`config.mk`:
```
export PLATFORM = sky130hd
export DESIGN_NAME = pwm_updown
export DESIGN_NICKNAME = d
export VERILOG_FILES = /design/src/rtl/pwm_pkg.sv /design/src/rtl/pwm_updown_ctrl.sv /design/src/rtl/pwm_updown_dp.sv /design/src/rtl/pwm_updown.sv
export SDC_FILE = /design/constraint.sdc
export NUM_CORES = 1
export LEC_CHECK = 0
export ABC_CLOCK_PERIOD_IN_PS = 2400
export BUFFER_PORTS_ARGS = -buffer_cell sky130_fd_sc_hd__buf_4
export CAP_MARGIN = 20
export CORE_ASPECT_RATIO = 1.75
export CORE_MARGIN = 2
export CORE_UTILIZATION = 35
export DETAILED_ROUTE_END_ITERATION = 10
export GPL_ROUTABILITY_DRIVEN = 0
export SLEW_MARGIN = 25
export SYNTH_ARGS = -nofsm -noshare
export SYNTH_HDL_FRONTEND = slang
export SYNTH_SLANG_ARGS = --single-unit
```
`constraint.sdc`:
```
create_clock -name clk -period 2.4 [get_ports clk]
set_input_delay 0.12 -clock clk [delete_from_list [all_inputs] [get_ports clk]]
set_output_delay 0.12 -clock clk [all_outputs]
set_load 0.05 [all_outputs]
```
`src/rtl/pwm_pkg.sv`:
```
package pwm_pkg;

  // Strobes passed from the sequencing control to the datapath each clock.
  typedef struct packed {
    logic step;       // advance the counter this clock
    logic goUp;       // direction for this step
    logic loadCmp;    // counter at ceiling: take the buffered duty word
    logic loadRes;    // counter at zero: take the resolution code
    logic hitBottom;  // this step lands the counter on zero
  } pwmStrobe_t;

endpackage

```
`src/rtl/pwm_updown_ctrl.sv`:
```
module pwm_updown_ctrl
  import pwm_pkg::*;
(
  input  logic       clk,
  input  logic       rstN,
  input  logic       enable,
  input  logic       atTop,
  input  logic       atZero,
  input  logic       nearZero,
  output pwmStrobe_t strobe
);

  logic dirUp;
  logic nextUp;

  // The direction turns at both ends, otherwise it keeps its heading.
  always_comb begin
    if (atTop)       nextUp = 1'b0;
    else if (atZero) nextUp = 1'b1;
    else             nextUp = dirUp;
  end

  always_comb begin
    strobe.step      = enable;
    strobe.goUp      = nextUp;
    strobe.loadCmp   = enable && atTop;
    strobe.loadRes   = enable && atZero;
    strobe.hitBottom = enable && nearZero && !nextUp;
  end

  always_ff @(posedge clk or negedge rstN) begin
    if (!rstN)       dirUp <= 1'b1;
    else if (enable) dirUp <= nextUp;
  end

endmodule

```
`src/rtl/pwm_updown_dp.sv`:
```
module pwm_updown_dp
  import pwm_pkg::*;
#(
  parameter int MIN_W   = 8,
  parameter int NUM_RES = 3,
  parameter int CMP_W   = 16,
  parameter int RES_W   = 2
) (
  input  logic             clk,
  input  logic             rstN,
  input  logic [RES_W-1:0] resSel,
  input  logic [CMP_W-1:0] cmpIn,
  input  logic             invert,
  input  pwmStrobe_t       strobe,
  output logic             atTop,
  output logic             atZero,
  output logic             nearZero,
  output logic             pwmOut,
  output logic             atBottom
);

  localparam int CNT_W = MIN_W + NUM_RES - 1;
  localparam logic [RES_W-1:0] LAST_RES = RES_W'(NUM_RES - 1);

  logic [CNT_W-1:0] cnt;
  logic [CMP_W-1:0] cmpAct;
  logic [RES_W-1:0] resAct;
  logic [RES_W-1:0] resIdx;
  logic [CNT_W-1:0] topTab [NUM_RES];
  logic [CNT_W-1:0] top;
  logic [CMP_W-1:0] topWide;
  logic [CMP_W-1:0] effCmp;
  logic [CMP_W-1:0] cntWide;
  logic             level;

  // One ceiling per resolution step, all ones at MIN_W + g bits.
  for (genvar g = 0; g < NUM_RES; g++) begin : g_top
    assign topTab[g] = CNT_W'((1 << (MIN_W + g)) - 1);
  end

  // Codes past the last resolution use the widest one.
  assign resIdx  = (resAct > LAST_RES) ? LAST_RES : resAct;
  assign top     = topTab[resIdx];
  assign topWide = CMP_W'(top);
  assign cntWide = CMP_W'(cnt);
  assign effCmp  = cmpAct & topWide;

  assign atTop    = (cnt == top);
  assign atZero   = (cnt == '0);
  assign nearZero = (cnt == CNT_W'(1));

  // A zero compare never turns the pin on, and a compare at the ceiling
  // never turns it off. Otherwise the pin is on below the compare value.
  always_comb begin
    if (effCmp == '0)         level = 1'b0;
    else if (effCmp == topWide) level = 1'b1;
    else                      level = (cntWide < effCmp);
  end

  always_ff @(posedge clk or negedge rstN) begin
    if (!rstN) begin
      cnt <= '0;
    end else if (strobe.step) begin
      if (strobe.goUp) cnt <= cnt + CNT_W'(1);
      else             cnt <= cnt - CNT_W'(1);
    end
  end

  always_ff @(posedge clk or negedge rstN) begin
    if (!rstN)               cmpAct <= '0;
    else if (strobe.loadCmp) cmpAct <= cmpIn;
  end

  always_ff @(posedge clk or negedge rstN) begin
    if (!rstN)               resAct <= '0;
    else if (strobe.loadRes) resAct <= resSel;
  end

  always_ff @(posedge clk or negedge rstN) begin
    if (!rstN) begin
      pwmOut   <= 1'b0;
      atBottom <= 1'b0;
    end else begin
      atBottom <= strobe.hitBottom;
      if (strobe.step) pwmOut <= level ^ invert;
    end
  end

endmodule

```
`src/rtl/pwm_updown.sv`:
```
module pwm_updown
  import pwm_pkg::*;
#(
  parameter int MIN_W   = 8,
  parameter int NUM_RES = 3,
  parameter int CMP_W   = 16,
  parameter int RES_W   = 2
) (
  input  logic             clk,
  input  logic             rstN,
  input  logic             enable,
  input  logic [RES_W-1:0] resSel,
  input  logic [CMP_W-1:0] cmpIn,
  input  logic             invert,
  output logic             pwmOut,
  output logic             atBottom
);

  pwmStrobe_t strobe;
  logic       atTop;
  logic       atZero;
  logic       nearZero;

  pwm_updown_ctrl u_ctrl (
    .clk      (clk),
    .rstN     (rstN),
    .enable   (enable),
    .atTop    (atTop),
    .atZero   (atZero),
    .nearZero (nearZero),
    .strobe   (strobe)
  );

  pwm_updown_dp #(
    .MIN_W   (MIN_W),
    .NUM_RES (NUM_RES),
    .CMP_W   (CMP_W),
    .RES_W   (RES_W)
  ) u_dp (
    .clk      (clk),
    .rstN     (rstN),
    .resSel   (resSel),
    .cmpIn    (cmpIn),
    .invert   (invert),
    .strobe   (strobe),
    .atTop    (atTop),
    .atZero   (atZero),
    .nearZero (nearZero),
    .pwmOut   (pwmOut),
    .atBottom (atBottom)
  );

endmodule

```
==> flow_metrics.py, run 1 <==
metrics = {
    "run_status": {
        "status": "complete, no violations",
    },
    "place": {
        "dpl.hpwl_mm": 2.63,
        "place_ws_ns": 0.273,
        "placedInstanceArea_um2": 1710,
        "numPortBuffers": 17,
    },
    "logic_synthesis": {
        "synth_edf_count": 0,
        "syn_nets": 178,
        "ys_ff_latch": 25,
        "synth_top_area_cell": "dfrtp_1",
        "synth-main-ff-cell": "dfrtp_1",
        "seq_area_frac_synth_pct": 40.7,
        "synth_common_cells": "24 x dfrtp_1, 13 x mux2_2, 12 x ha_1, 12 x inv_1, 7 x nand2_1",
        "syn_area_um2": 1540,
        "avgSynthCellArea_um2": 10.7,
        "synth_area_leaders": "dfrtp_1 39%, ha_1 9.7%, mux2_2 9.5%, xor2_1 3.4%, inv_1 2.9%",
        "netlist-cell-type-count": 43,
        "postSynth.asyncResetShare_pct": 100,
        "synth.most_common_cell": "dfrtp_1",
        "synth_top_area_share_pct": 39.0,
        "syn_inst": 144,
        "ys_warn_count": 0,
    },
    "global_routing": {
        "grt_max_degree": 26,
        "antenna_found_initial": 0,
        "grt_pass1_wl_mm": 5.69,
        "grtUsageMet3_pct": 1.63,
        "first_global_vias": 1245,
        "busiest_layer": "met2",
        "met1_usage_pct": 15.9,
        "use_met2_pct": 28.9,
        "grt_use_total_pct": 15.6,
        "grt.overflow.total": 0,
    },
    "clock_network": {
        "h-tree-depth": 1,
        "cts.repair.resized": 0,
        "cts_hold_buffers": 1,
        "clock_sinks": 25,
        "post_cts_buffers": 0,
        "cts.clk_slew.worst_paths_ns": 0.09,
        "cts_buffers": 3,
        "clockBufferDepth": 2,
        "clock_latency_ns": 0.28,
        "cts_tree": "built",
        "root_buffer": "clkbuf_8",
    },
    "final_layout": {
        "area_delta_synth_final_pct": 14.8,
        "n_antenna_cell": 0,
        "design_area_um2": 1770,
        "drive_gt1_share_pct": 25.0,
        "fin_nets": 199,
    },
    "sta": {
        "min_period_ns": 2.19,
        "finalCritPeriodShare_pct": 91.4,
        "finalSetupViolCount": 0,
        "finClkSkew_ns": 0.00744,
        "tns_ns": 0,
        "setup_ws_ns": 0.206,
        "holdWs_ns": 0.0655,
        "hold_violations": 0,
        "slew_headroom_pct": 64.8,
        "rsz0062_at_grt": "false",
        "tightestPinTransition_ns": 0.527,
        "drv_slew": 0,
        "fmax_mhz": 456,
    },
    "floorplan": {
        "dieArea_um2": 4970,
        "io_pins": 24,
        "start_util_pct": 36.8,
        "row_count": 31,
        "core_um2": 4190,
        "die_height_um": 91.8,
        "die_w_um": 54.1,
    },
    "power_and_ir_drop": {
        "peakVddDrop_mv": 0.471,
        "leakagePower_nw": 0.801,
        "powerDensity_nw_per_um2": 876,
    },
    "critical_path": {
        "crit_slowest_cell": "dfrtp_1",
        "cp-start-kind": "flip-flop",
        "path_buf_inv": 0,
        "cp_cell_sequence": "ha_1 -> a21o_1 -> a2111oi_0 -> o21ai_0 -> mux2_2 -> o211ai_1",
        "cpPeakStageDelay_ns": 0.49,
        "cp_data_required_time_ns": 2.60,
        "arrival_ns": 2.40,
        "cp-end-kind": "flip-flop",
        "critPathTopFamily": "compound AO/OA/AOI/OAI gates",
        "worst-setup-path-type": "flip-flop to flip-flop",
        "crit_fanout": 8,
    },
    "min_path": {
        "hold_class": "input pin to flip-flop",
    },
    "detailed_routing": {
        "ant_nets": 0,
        "viasPerCell": 5.54,
        "wl_per_cell_um": 15.9,
        "wirelength_mm": 3.40,
        "dr.pass1.iters": 4,
        "num_vias": 1181,
        "drt_iter0_markers": 17,
        "post-route-drc-count": 0,
    },
    "job": {
        "cap_violations": 0,
    },
}
[final cells by class]
| class | count | area, um2 |
|---|---|---|
| repair buffers | 19 | 145 |
| clock buffers | 4 | 45.0 |
| fillers | 420 | 2420 |
| flip-flops and latches | 25 | 627 |
| well taps | 49 | 61.3 |
| inverters | 12 | 45.0 |
| multi-input cells | 104 | 845 |
[registers in the layout (all words and copies together), names as in the netlist]
signal,cells
u_dp.resAct,2
u_dp.cnt,10
u_dp.pwmOut,1
u_dp.atBottom,1
u_dp.cmpAct,10
u_ctrl.dirUp,1
[where the power goes]
group          leakage, nW  switching, mW  internal, mW
clock               0.0228          0.139         0.119
sequential           0.323          0.198         0.529
combinational        0.456          0.285         0.279
total                0.801          0.622         0.927
[stage by stage]
step / power [mW] / std cells / util (%)
floorplan: 1.10 / 144 / -
global placement: 1.26 / 208 / 40.9
detailed placement: 1.30 / 208 / 40.9
CTS: 1.56 / 213 / 42.2
global route: 1.67 / 213 / 42.2
finish: 1.55 / 213 / 42.2
[cells in the final DEF, fill, tap and decap left out, drive strengths merged, types with 2 or more instances in the layout]
| cell | instances |
|---|---|
| a2111oi | 2 |
| a21o | 2 |
| a21oi | 5 |
| a31oi | 3 |
| and2 | 2 |
| and3 | 2 |
| and4 | 2 |
| buf | 18 |
| clkbuf | 4 |
| dfrtp | 24 |
| ha | 12 |
| inv | 12 |
| mux2 | 13 |
| nand2 | 7 |
| nand3 | 3 |
| nand4 | 6 |
| nor2 | 4 |
| nor4 | 6 |
| o21ai | 6 |
| or3 | 2 |
| or4 | 3 |
| xnor2 | 5 |
| xor2 | 6 |
[worst reg2reg max path, delay by kind of cell (launching register included)]
| family | cells | cell delay [ns] |
|---|---|---|
| AOI/OAI and AO/OA | 4 | 0.96 |
| adders and majority gates | 1 | 0.36 |
| DFF | 1 | 0.49 |
| muxes | 1 | 0.31 |
[logic make-up (layout without fill, tap and decap cells)]
family | Yosys count | count (layout) | synth area share, %
buf+inv | 15 | 35 | 4.47
mux | 14 | 14 | 10.2
simple gates | 42 | 42 | 16.7
fa+ha+maj | 12 | 12 | 9.75
xor+xnor | 11 | 11 | 6.25
compound gates | 25 | 25 | 12.0
flops | 25 | 25 | 40.7
[worst paths after layout]
path	end	cells past startpoint	slack, ns	from
worst max-delay path	u_dp.pwmOut	6	0.21	u_dp.cnt[6]
worst min-delay path	u_dp.cmpAct[4]	2	0.07	cmpIn[4]
worst max register to register	u_dp.pwmOut	6	0.21	u_dp.cnt[6]
worst min register to register	u_ctrl.dirUp	2	0.49	u_ctrl.dirUp
max in group asynchronous	u_ctrl.dirUp	2	1.82	rstN
min in group asynchronous	u_dp.cmpAct[2]	2	0.27	rstN
[routing by layer]
layer,vias to the layer above,wire (um)
met1,578,1310
li1,575,-
met4,0,85
met3,7,59
met2,21,1940
met5,-,0
No activity file was read; power rests on OpenSTA's default activity.
==> run 2, diff against run 1 <==
- PLACE_DENSITY: not set -> 0.59
==> run 2 against run 1 <==
Against the previous run: routed wire length shrank 4.0%; clock power is essentially flat; combinational power shrank 2%; critical path depth is the same; core utilization grew 0.090 points; power shrank 0.90%; critical path type unchanged.
==> flow_metrics.py, run 2 (same netlist as run 1, synthesis figures left out) <==
metrics = {
    "run_status": {
        "status": "complete, no violations",
    },
    "clock_network": {
        "root_buffer": "clkbuf_8",
        "clock_latency_ns": 0.27,
        "h-tree-depth": 1,
        "cts.clk_slew.worst_paths_ns": 0.09,
        "clockBufferDepth": 2,
        "clock_sinks": 25,
        "cts_tree": "built",
        "cts_buffers": 3,
        "cts.repair.resized": 0,
    },
    "global_routing": {
        "grt_max_degree": 26,
        "grt.overflow.total": 0,
        "grt_pass1_wl_mm": 5.59,
        "antenna_found_initial": 0,
        "first_global_vias": 1240,
        "grt_use_total_pct": 15.2,
    },
    "sta": {
        "finClkSkew_ns": 0.00385,
        "drv_slew": 0,
        "finalSetupViolCount": 0,
        "hold_violations": 0,
        "rsz0062_at_grt": "false",
        "tightestPinTransition_ns": 0.553,
        "finalCritPeriodShare_pct": 93.9,
        "min_period_ns": 2.25,
        "tns_ns": 0,
        "setup_ws_ns": 0.147,
        "slew_headroom_pct": 62.2,
        "fmax_mhz": 444,
        "holdWs_ns": 0.0750,
    },
    "final_layout": {
        "fill_cells": 410,
        "fin_util_pct": 42.3,
        "final_cells": 213,
        "drive_gt1_share_pct": 25.6,
        "design_area_um2": 1770,
        "area_delta_synth_final_pct": 15.0,
        "fin_nets": 199,
        "largestRegisters": "u_dp.cmpAct x10, u_dp.cnt x10, u_dp.resAct x2",
        "final_cell_mix": "24 x dfrtp_1, 18 x buf_4, 13 x mux2_2",
        "n_antenna_cell": 0,
        "mostFrequentLayoutCell": "dfrtp_1",
    },
    "detailed_routing": {
        "dr.pass1.iters": 4,
        "wl_per_cell_um": 15.3,
        "post-route-drc-count": 0,
        "viasPerCell": 5.48,
        "num_vias": 1168,
        "wirelength_mm": 3.26,
        "drt_iter0_markers": 12,
        "ant_nets": 0,
    },
    "place": {
        "placedInstanceArea_um2": 1710,
        "place_ws_ns": 0.205,
        "numPortBuffers": 17,
        "place_inst": 208,
        "dpl.hpwl_mm": 2.58,
    },
    "critical_path": {
        "cp-start-kind": "flip-flop",
        "crit_fanout": 8,
        "arrival_ns": 2.44,
        "worst-setup-path-type": "flip-flop to flip-flop",
        "cp_data_required_time_ns": 2.59,
        "cp-end-kind": "flip-flop",
    },
    "floorplan": {
        "start_util_pct": 36.8,
        "core_um2": 4190,
        "die_height_um": 91.8,
        "row_count": 31,
        "dieArea_um2": 4970,
        "io_pins": 24,
        "die_w_um": 54.1,
    },
    "power_and_ir_drop": {
        "power_mw": 1.54,
        "leakagePower_nw": 0.800,
        "powerDensity_nw_per_um2": 867,
        "peakVddDrop_mv": 0.485,
    },
    "job": {
        "cap_violations": 0,
    },
    "min_path": {
        "hold_class": "input pin to flip-flop",
    },
}
[run 2: cell types whose count changed in the layout (fill, tap and decap cells not counted), sizes merged]
cell,before,now
clkbuf,4,3
clkinvlp,0,1
[run 2: worst max-delay path, cell delays in order (launching register included)]
cell and delay [ns]:
dfrtp_1 0.49, ha_1 0.35, a21o_1 0.16, a2111oi_0 0.55, o21ai_0 0.21, mux2_2 0.31, o211ai_1 0.09
[run 2: path summary, 6_finish.rpt]
kind / start / endpoint / slack (ns) / depth (start not counted)
hold reg to reg: u_ctrl.dirUp / u_ctrl.dirUp / 0.49 / 2
min in group asynchronous: rstN / u_dp.cmpAct[4] / 0.28 / 2
max in group asynchronous: rstN / u_ctrl.dirUp / 1.82 / 2
hold / removal: cmpIn[6] / u_dp.cmpAct[6] / 0.08 / 2
setup reg to reg: u_dp.cnt[6] / u_dp.pwmOut / 0.15 / 6
setup / recovery: u_dp.cnt[6] / u_dp.pwmOut / 0.15 / 6
[run 2: where the power goes]
group	switching, mW	total [mW]	internal (mW)	leakage [nW]
Clock	0.138	0.256	0.118	0.0217
Combinational	0.279	0.554	0.275	0.456
Sequential	0.196	0.725	0.529	0.323
Total	0.614	1.54	0.921	0.800
[run 2: per-layer routing]
layer | wire length (um) | vias to the layer above | GRT usage, %
met4 | 53 | 0 | 6.67
li1 | - | 576 | -
met3 | 80 | 4 | 2.12
met2 | 1920 | 22 | 28.0
met1 | 1210 | 566 | 15.9
met5 | 0 | - | 0
[run 2: repair_timing]
action	4_1_cts	5_1_grt
buffers inserted	0	0
hold buffers	1	0
hold endpoints to repair	24	0
[run 2: area by class of cell]
class	instances	area [um2]	share of cell area, %
clock buffer	3	41.3	2.33
clock inverter	1	7.51	0.424
inverter	12	45.0	2.54
multi-input combinational	104	845	47.7
sequential	25	627	35.4
tap	49	61.3	3.46
timing repair buffer	19	145	8.19
